## src/rtl/wdt_reload_timer.sv

```systemverilog
module wdt_reload_timer #(
  parameter int TICK_DIV = 1000,
  parameter int RST_CLKS = 16
) (
  input  logic       clk,
  input  logic       rst_n,
  input  logic       wr_en,
  input  logic [1:0] addr,
  input  logic [7:0] wr_data,
  output logic [7:0] rd_data,
  input  logic       act_ir,
  input  logic       act_mouse,
  input  logic       act_kbd,
  input  logic       act_game,
  output logic       expired,
  output logic       rst_out
);
  localparam int PW = (TICK_DIV > 1) ? $clog2(TICK_DIV) : 1;
  localparam int RW = $clog2(RST_CLKS + 1);
  localparam int MIN_SECS = 60;

  logic [3:0]    en_q;
  logic          stat_q;
  logic [7:0]    cfg_q;
  logic [15:0]   rel_q, cnt_q;
  logic [PW-1:0] pre_q;
  logic [5:0]    min_q;
  logic [RW-1:0] rcnt_q;

  wire        ctrl_wr   = wr_en && (addr == 2'd0);
  wire        cfg_wr    = wr_en && (addr == 2'd1);
  wire        force_req = ctrl_wr && wr_data[1];
  wire        cnt_wr    = wr_en && addr[1];
  wire [15:0] rel_nx    = addr[0] ? {wr_data, rel_q[7:0]} : {rel_q[15:8], wr_data};
  wire        running   = |cnt_q;
  wire        act_hit   = running && |({act_ir, act_mouse, act_kbd, act_game} & en_q);
  wire        sec_tick  = running && (pre_q == PW'(TICK_DIV - 1));
  wire        unit_tick = sec_tick && (cfg_q[7] || (min_q == 6'(MIN_SECS - 1)));
  wire        expire_now = force_req || (!cnt_wr && !act_hit && unit_tick && (cnt_q == 16'd1));

  always_ff @(posedge clk or negedge rst_n) begin
    if (!rst_n) begin
      cnt_q <= '0;
      rel_q <= '0;
    end else begin
      if (cnt_wr) rel_q <= rel_nx;
      if (force_req)      cnt_q <= '0;
      else if (cnt_wr)    cnt_q <= rel_nx;
      else if (act_hit)   cnt_q <= rel_q;
      else if (unit_tick) cnt_q <= cnt_q - 16'd1;
    end
  end

  always_ff @(posedge clk or negedge rst_n) begin
    if (!rst_n) begin
      pre_q <= '0;
      min_q <= '0;
    end else if (force_req || cnt_wr || act_hit || !running) begin
      pre_q <= '0;
      min_q <= '0;
    end else if (sec_tick) begin
      pre_q <= '0;
      min_q <= (min_q == 6'(MIN_SECS - 1)) ? 6'd0 : min_q + 6'd1;
    end else begin
      pre_q <= pre_q + PW'(1);
    end
  end

  always_ff @(posedge clk or negedge rst_n) begin
    if (!rst_n) begin
      en_q   <= '0;
      stat_q <= 1'b0;
      cfg_q  <= 8'h80;
      rcnt_q <= '0;
    end else begin
      if (ctrl_wr) en_q <= wr_data[7:4];
      if (expire_now)                      stat_q <= 1'b1;
      else if (ctrl_wr && wr_data == 8'h00) stat_q <= 1'b0;
      if (cfg_wr) cfg_q <= wr_data;
      if (expire_now && cfg_q[6]) rcnt_q <= RW'(RST_CLKS);
      else if (rcnt_q != '0)      rcnt_q <= rcnt_q - RW'(1);
    end
  end

  assign expired = stat_q;
  assign rst_out = |rcnt_q;

  always_comb begin
    case (addr)
      2'd0:    rd_data = {en_q, 3'b000, stat_q};
      2'd1:    rd_data = cfg_q;
      2'd2:    rd_data = cnt_q[7:0];
      default: rd_data = cnt_q[15:8];
    endcase
  end


  lo_write_loads_chk: assert property (@(posedge clk) disable iff (!rst_n)
    (wr_en && addr == 2'd2) |=> (cnt_q[7:0] == $past(wr_data)));


  last_step_expires_chk: assert property (@(posedge clk) disable iff (!rst_n)
    (unit_tick && cnt_q == 16'd1 && !cnt_wr && !act_hit && !force_req) |=> (cnt_q == 16'd0 && expired));


  pulse_needs_enable_chk: assert property (@(posedge clk) disable iff (!rst_n)
    $rose(rst_out) |-> $past(cfg_q[6]));


  activity_reload_chk: assert property (@(posedge clk) disable iff (!rst_n)
    (act_hit && !cnt_wr && !force_req) |=> (cnt_q == $past(rel_q)));


  force_expiry_chk: assert property (@(posedge clk) disable iff (!rst_n)
    force_req |=> (expired && cnt_q == 16'd0));


  status_clear_chk: assert property (@(posedge clk) disable iff (!rst_n)
    (ctrl_wr && wr_data == 8'h00 && !expire_now) |=> !expired);
endmodule

```

## config.mk

```make
export PLATFORM = sky130hd
export DESIGN_NAME = wdt_reload_timer
export DESIGN_NICKNAME = d
export VERILOG_FILES = /design/src/rtl/wdt_reload_timer.sv
export SDC_FILE = /design/constraint.sdc
export NUM_CORES = 1
export LEC_CHECK = 0
export ABC_AREA = 1
export BUFFER_PORTS_ARGS = -buffer_cell sky130_fd_sc_hd__buf_4
export CAP_MARGIN = 20
export CORE_MARGIN = 2
export CORE_UTILIZATION = 55
export DETAILED_ROUTE_END_ITERATION = 12
export MAX_ROUTING_LAYER = met4
export PLACE_DENSITY = 0.77
export SYNTH_ARGS = -nofsm -noshare
export SYNTH_HDL_FRONTEND = slang
export SYNTH_SLANG_ARGS = --single-unit
```

## constraint.sdc

```tcl
create_clock -name clk -period 1.9 [get_ports clk]
set_input_delay 0.19 -clock clk [delete_from_list [all_inputs] [get_ports clk]]
set_output_delay 0.19 -clock clk [all_outputs]
set_load 0.005 [all_outputs]
```

; After elaboration in Yosys (flattened, before gate mapping)
; Index checks and enable logic that the tools add are counted.
[totals]
reg_bits = 66
out_inout_bits = 10
[classes]
addsub = 4
n_eq_ne = 5
muxes = 15
n_bitwise = 1
reduce_logical = 30
[op_table]
columns = cell, count
row1 = 16-bit 2-to-1 mux, 5
row2 = 8-bit case mux with 3 select lines, 1
row3 = 10-bit 2-to-1 mux, 2
row4 = 6-bit 2-to-1 mux, 3
row5 = "16-bit by 1-bit equality test with 1-bit output, second input constant", 1
row6 = 16-bit OR reduction, 1
row7 = "16-bit by 1-bit subtractor with 16-bit output, second input constant", 1
row8 = 1-bit logical AND, 12
row9 = "10-bit by 1-bit adder with 10-bit output, second input constant", 1
row10 = "10-bit equality test, second input constant", 1
row11 = 5-bit 2-to-1 mux, 2
row12 = 8-bit zero test, 1
row13 = "6-bit by 1-bit adder with 6-bit output, second input constant", 1
row14 = "6-bit equality test, second input constant", 1
row15 = 2-bit nonzero test, 3
row16 = 1-bit logical OR, 5
row17 = 5-bit nonzero test, 1
row18 = 5-bit OR reduction, 1
row19 = "5-bit by 1-bit subtractor with 5-bit output, second input constant", 1
row20 = 4-bit bitwise AND, 1
row21 = 4-bit nonzero test, 1
row22 = 4-bit OR reduction, 1
row23 = 1-bit zero test, 3
row24 = "2-bit by 1-bit equality test with 1-bit output, second input constant", 1
row25 = 3 further kinds, 4

; Logic depth before layout (Yosys ltp)
[logic_depth]
word_depth = 10
mapped_depth = 12
ltp_nobuf = 12

; Worst setup path before layout
; OpenSTA, ideal clock, no wires.
[synth_timing]
path_kind = register to register
start = reg cnt_q[0]
end = reg cnt_q[15]
setup_time_ps = 124
arrival_ps = 1603
path_slack_ps = 174
path_stages_with_launch = 12
n_path_buf = 2
period_less_slack_ps = 1726
cell_sequence = dfrtp_1 -> inv_1 -> ha_1 -> nand2_2 -> nor2_4 -> nand2_4 -> buf_6 -> nand3_4 -> nand3_4 -> buf_6 -> nand3_1 -> o21bai_2
[synth_via]
elab_chain_len = 5
elab_cells_between_ends = 10
classes_between = add/sub: 1 / mux: 4 / reduce/logical: 5
[synth_rtl]
columns = item, line
row1 = "start, declared", 25  ; logic [15:0] rel_q, cnt_q;
row2 = "start signal, assigned", 48  ; else if (cnt_wr) cnt_q <= rel_nx;
row3 = "start signal, assigned", 49  ; else if (act_hit) cnt_q <= rel_q;
row4 = "start signal, assigned", 50  ; else if (unit_tick) cnt_q <= cnt_q - 16'd1;
row5 = 16-bit by 1-bit subtractor with 16-bit output / 16-bit OR reduction (equally long branches), "50, 35"
row6 = 16-bit 2-to-1 mux / 1-bit logical AND (equally long branches), "50, 36"
row7 = 16-bit 2-to-1 mux, 49
row8 = 16-bit 2-to-1 mux, 48
row9 = 16-bit 2-to-1 mux, 47  ; if (force_req) cnt_q <= '0;
; Several ways; a longest one is shown, not always the timed one. The select of a mux whose other input is x is not followed.
; A chain may end at the register's enable or synchronous reset.

; Worst setup path after layout
[layout_timing]
start = reg cnt_q[0]
end = reg pre_q[5]
[layout_via]
elab_chain_len = 5
elab_cells_between_ends = 8
classes_between = mux: 2 / reduce/logical: 6
[layout_rtl]
columns = item, line
row1 = 16-bit OR reduction (*), 35  ; wire running = |cnt_q;
row2 = 1-bit logical AND, 36  ; wire act_hit = running && |({act_ir, act_mouse, act_kbd, act_game} & en_q);
row3 = 1-bit logical OR (2 in a row), 58  ; end else if (force_req || cnt_wr || act_hit || !running) begin
row4 = 10-bit 2-to-1 mux (*), 58
row5 = "end signal, assigned", 65  ; pre_q <= pre_q + PW'(1);
row6 = "end, declared", 26  ; logic [PW-1:0] pre_q;
; Every way passes the cells marked *; elsewhere a longest branch is shown, timed or not.

==> summary.md <==
| Metric | Value |
|---|---|
| Flops & latches, synth | 66 |
| Fmax | 568 MHz |
| Reg clk slew, reported paths | 0.07 ns |
| Routed vias/inst | 5.44 |
| EDFF count, synth | 0 |
| Largest net degree at the start of global routing | 39 |
| Mean Syn Cell Area | 7.14 um^2 |
| Power Density | 1120 mW/mm^2 |
| Cells after Synth | 569 |
| RSZ-0062 raised after global routing | false |
| Worst Path Max Fanout | 7 |
| Max_cap viols | 0 |
| Gr usage total | 27.7% |
| Crit path required time | 2.17 ns |
| P_leak | 2.48 nW |
| Final ANT Viol Nets | 0 |
| Setup-failing EPs final | 0 |
| Core area | 0.00721 mm^2 |
| Final Hold Viols | 0 |
| Share of layout cells above drive strength 1 | 16.4% |
| DIE AREA | 0.00809 mm^2 |
| Logic gate share of total power | 37.7% |
| Flop pwr share | 37.1% |
| DP Worst Slack | 0.0566 ns |
| Max Slew Vio Count | 0 |
| Detailed-route via count | 3919 |
| Peak VDD IR | 0.698 mV |
| Actual slew at the worst max-slew pin | 0.425 ns |
| Setup Skew | 0.00854 ns |
| DR WL/cell | 14.7 um |
| Initial DRC Count | 311 |
| CTS root buf | clkbuf_8 |
| Detailed-placement wirelength estimate | 7960 um |
| Critical path startpoint category | flop |
| Min Hold Slack | 0.109 ns |
| Fin crit period | 1.76 ns |
| CP peak stage delay | 0.38 ns |
| Residual DRC | 0 |
| Distinct cells, synth | 42 |
| Status | completed |
| CP Capture Type | flop |
| Worst skew pair latency | 0.34 ns |
| CP max-delay cell | dfrtp_1 |
| Area of the multi-input gates | 0.00212 mm^2 |
| Fillers | 645 |
| Sw Share | 38.5% |
| Initial antenna violation count | 0 |
| Worst Path Arrival | 2.03 ns |
| Syn_nets | 592 |
| Port bufs | 26 |
| Total placed cells including tap cells | 702 |
| Register area share after synthesis | 40.7% |
| Setup TNS | 0 ns |
| CTS tree | done |
| Non-Filler Instances | 720 |
| Final worst setup slack | 0.138 ns |
| Synth Cell Area | 0.00406 mm^2 |
| Worst min path class | in -> reg |
| GPL Wtd Cong | 0.965 |
| Num CTS Buffers | 9 |
| Die H | 89.9 um |
| Dominant cell type by area after synthesis | dfrtp_1 |
| Clock Power Share | 25.2% |
| Total length of routed wires | 10600 um |
| Synth warn | 0 |
| Fin nets | 639 |
| Ant diodes | 0 |
| Maximum root-to-sink buffer count | 2 |
| Top_reg_cell synth | dfrtp_1 |
| Worst slew margin | 71.6% |
| Post-synth ARST share | 100% |
| # Post-CTS Setup Buffers | 0 |
| Crit-path cells | inv_1, ha_4, nand2_2, nor2_4, nand2_4, nand2_8, nand3_4, nor2_8, inv_4, nor3_2 |
| Starting density of the core | 56.3% |
| Gr ovfl total | 0 |
| CTS Sinks | 66 |
| WS Path Type | reg -> reg |
| First-pass GRT wire length | 17500 um |
| FP Rows | 31 |
| H-tree depth | 3 |
| Syn-to-layout area delta | 17.9% |
| Die width | 89.9 um |
| Internal power | 3.31 mW |
| I/O pins | 27 |
| Ranking of synthesized cells by area | dfrtp_1, nand2_1, nor2_1 |
| Top cell type's share of synthesized area | 40.0% |
| Tot Pwr | 5.38 mW |
| Drt pass-1 iters | 5 |
| Fin crit share | 92.7% |
| FF+latch area | 0.00165 mm^2 |
| Switching power | 2.07 mW |
| Vias in the first global route | 3794 |
Yosys cell counts, types with 4 or more instances:
library cell and instances:
a21oi_1 24, nand3_1 35, ha_1 6, nand2_1 176, nor2_1 80, inv_1 64, inv_2 6, xor2_1 9
dfrtp_1 65, o21bai_1 6, nand2_4 4, o21ai_0 28, clkbuf_1 7, nor3_1 4, nor2_2 8, nand4_1 4
cell usage in the layout (no fill, tap or decap), types with 7 or more instances in the layout:
cell type and instances:
inv_2 7, dfrtp_1 65, buf_4 42, nor2_1 79, inv_1 63, nand3_1 35
o21ai_0 28, nand2_1 175, xor2_1 9, nor2_2 8, clkbuf_8 11, a21oi_1 24
per-layer routing:
layer / part of all wire [%] / up-vias / track usage (%)
li1: - / 1894 / -
met1: 43 / 1831 / 35.8
met2: 49 / 168 / 44.8
met3: 5.5 / 26 / 3.94
met4: 2.5 / 0 / 10.5
met5: 0 / - / -
worst max-delay path: cells and delay by family (launching register included):
family / cells / cell delay, ns
buffers and inverters: 2 / 0.19
DFF: 1 / 0.38
adders and majority gates: 1 / 0.17
and+or+nand+nor: 7 / 0.92
registers in the layout, indices dropped and copies added (netlist names):
signal and count:
min_q 6, rcnt_q 5, pre_q 10, cnt_q 16
cfg_q 8, expired 1, rel_q 16, en_q 4
power groups by stage:
stage / Sequential, mW / Combinational (mW) / Clock [mW]
floorplan: 1.95 / 1.31 / 0
global placement: 2.00 / 1.90 / 0
detailed placement: 2.01 / 1.93 / 0
CTS: 1.99 / 1.94 / 1.37
global route: 2.04 / 2.26 / 1.43
finish: 2.00 / 2.03 / 1.36
path summary, 6_finish.rpt:
| path | cells past startpoint | from | slack (ns) | to |
|---|---|---|---|---|
| min | 2 | wr_data[2] | 0.11 | cfg_q[2] |
| min in group asynchronous | 2 | rst_n | 0.32 | min_q[3] |
| max in group asynchronous | 3 | rst_n | 0.98 | cfg_q[7] |
| max reg2reg | 10 | cnt_q[0] | 0.14 | pre_q[5] |
| max | 10 | cnt_q[0] | 0.14 | pre_q[5] |
| min reg2reg | 1 | pre_q[0] | 0.46 | pre_q[0] |
cell type report:
class / count / area share (%)
Multi-Input combinational cell: 421 / 44.2
Sequential cell: 66 / 34.5
Timing Repair Buffer: 47 / 8.28
Inverter: 71 / 5.62
Clock buffer: 12 / 3.24
Tap cell: 99 / 2.59
Clock inverter: 4 / 1.54
metrics by stage:
step	utilization [%]	cell area, um^2
floorplan	-	4060
global placement	62.4	4500
detailed placement	62.4	4500
CTS	65.7	4740
global route	66.4	4790
finish	66.4	4790
logic make-up after synthesis:
| logic type | share of synthesized area (%) |
|---|---|
| buffers and inverters | 8.23 |
| xor gates and xnor gates | 2.16 |
| AOI/OAI and AO/OA | 10.7 |
| DFF | 40.7 |
| adders and majority gates | 1.85 |
| and+or+nand+nor | 35.6 |
| muxes | 0.801 |
timing repair:
item,in CTS,in global routing
endpoints found under the hold margin,28,0
gates resized for setup,0,8
endpoints found under the setup margin,0,30
hold buffers,1,0
No activity file was read; power rests on OpenSTA's default activity.
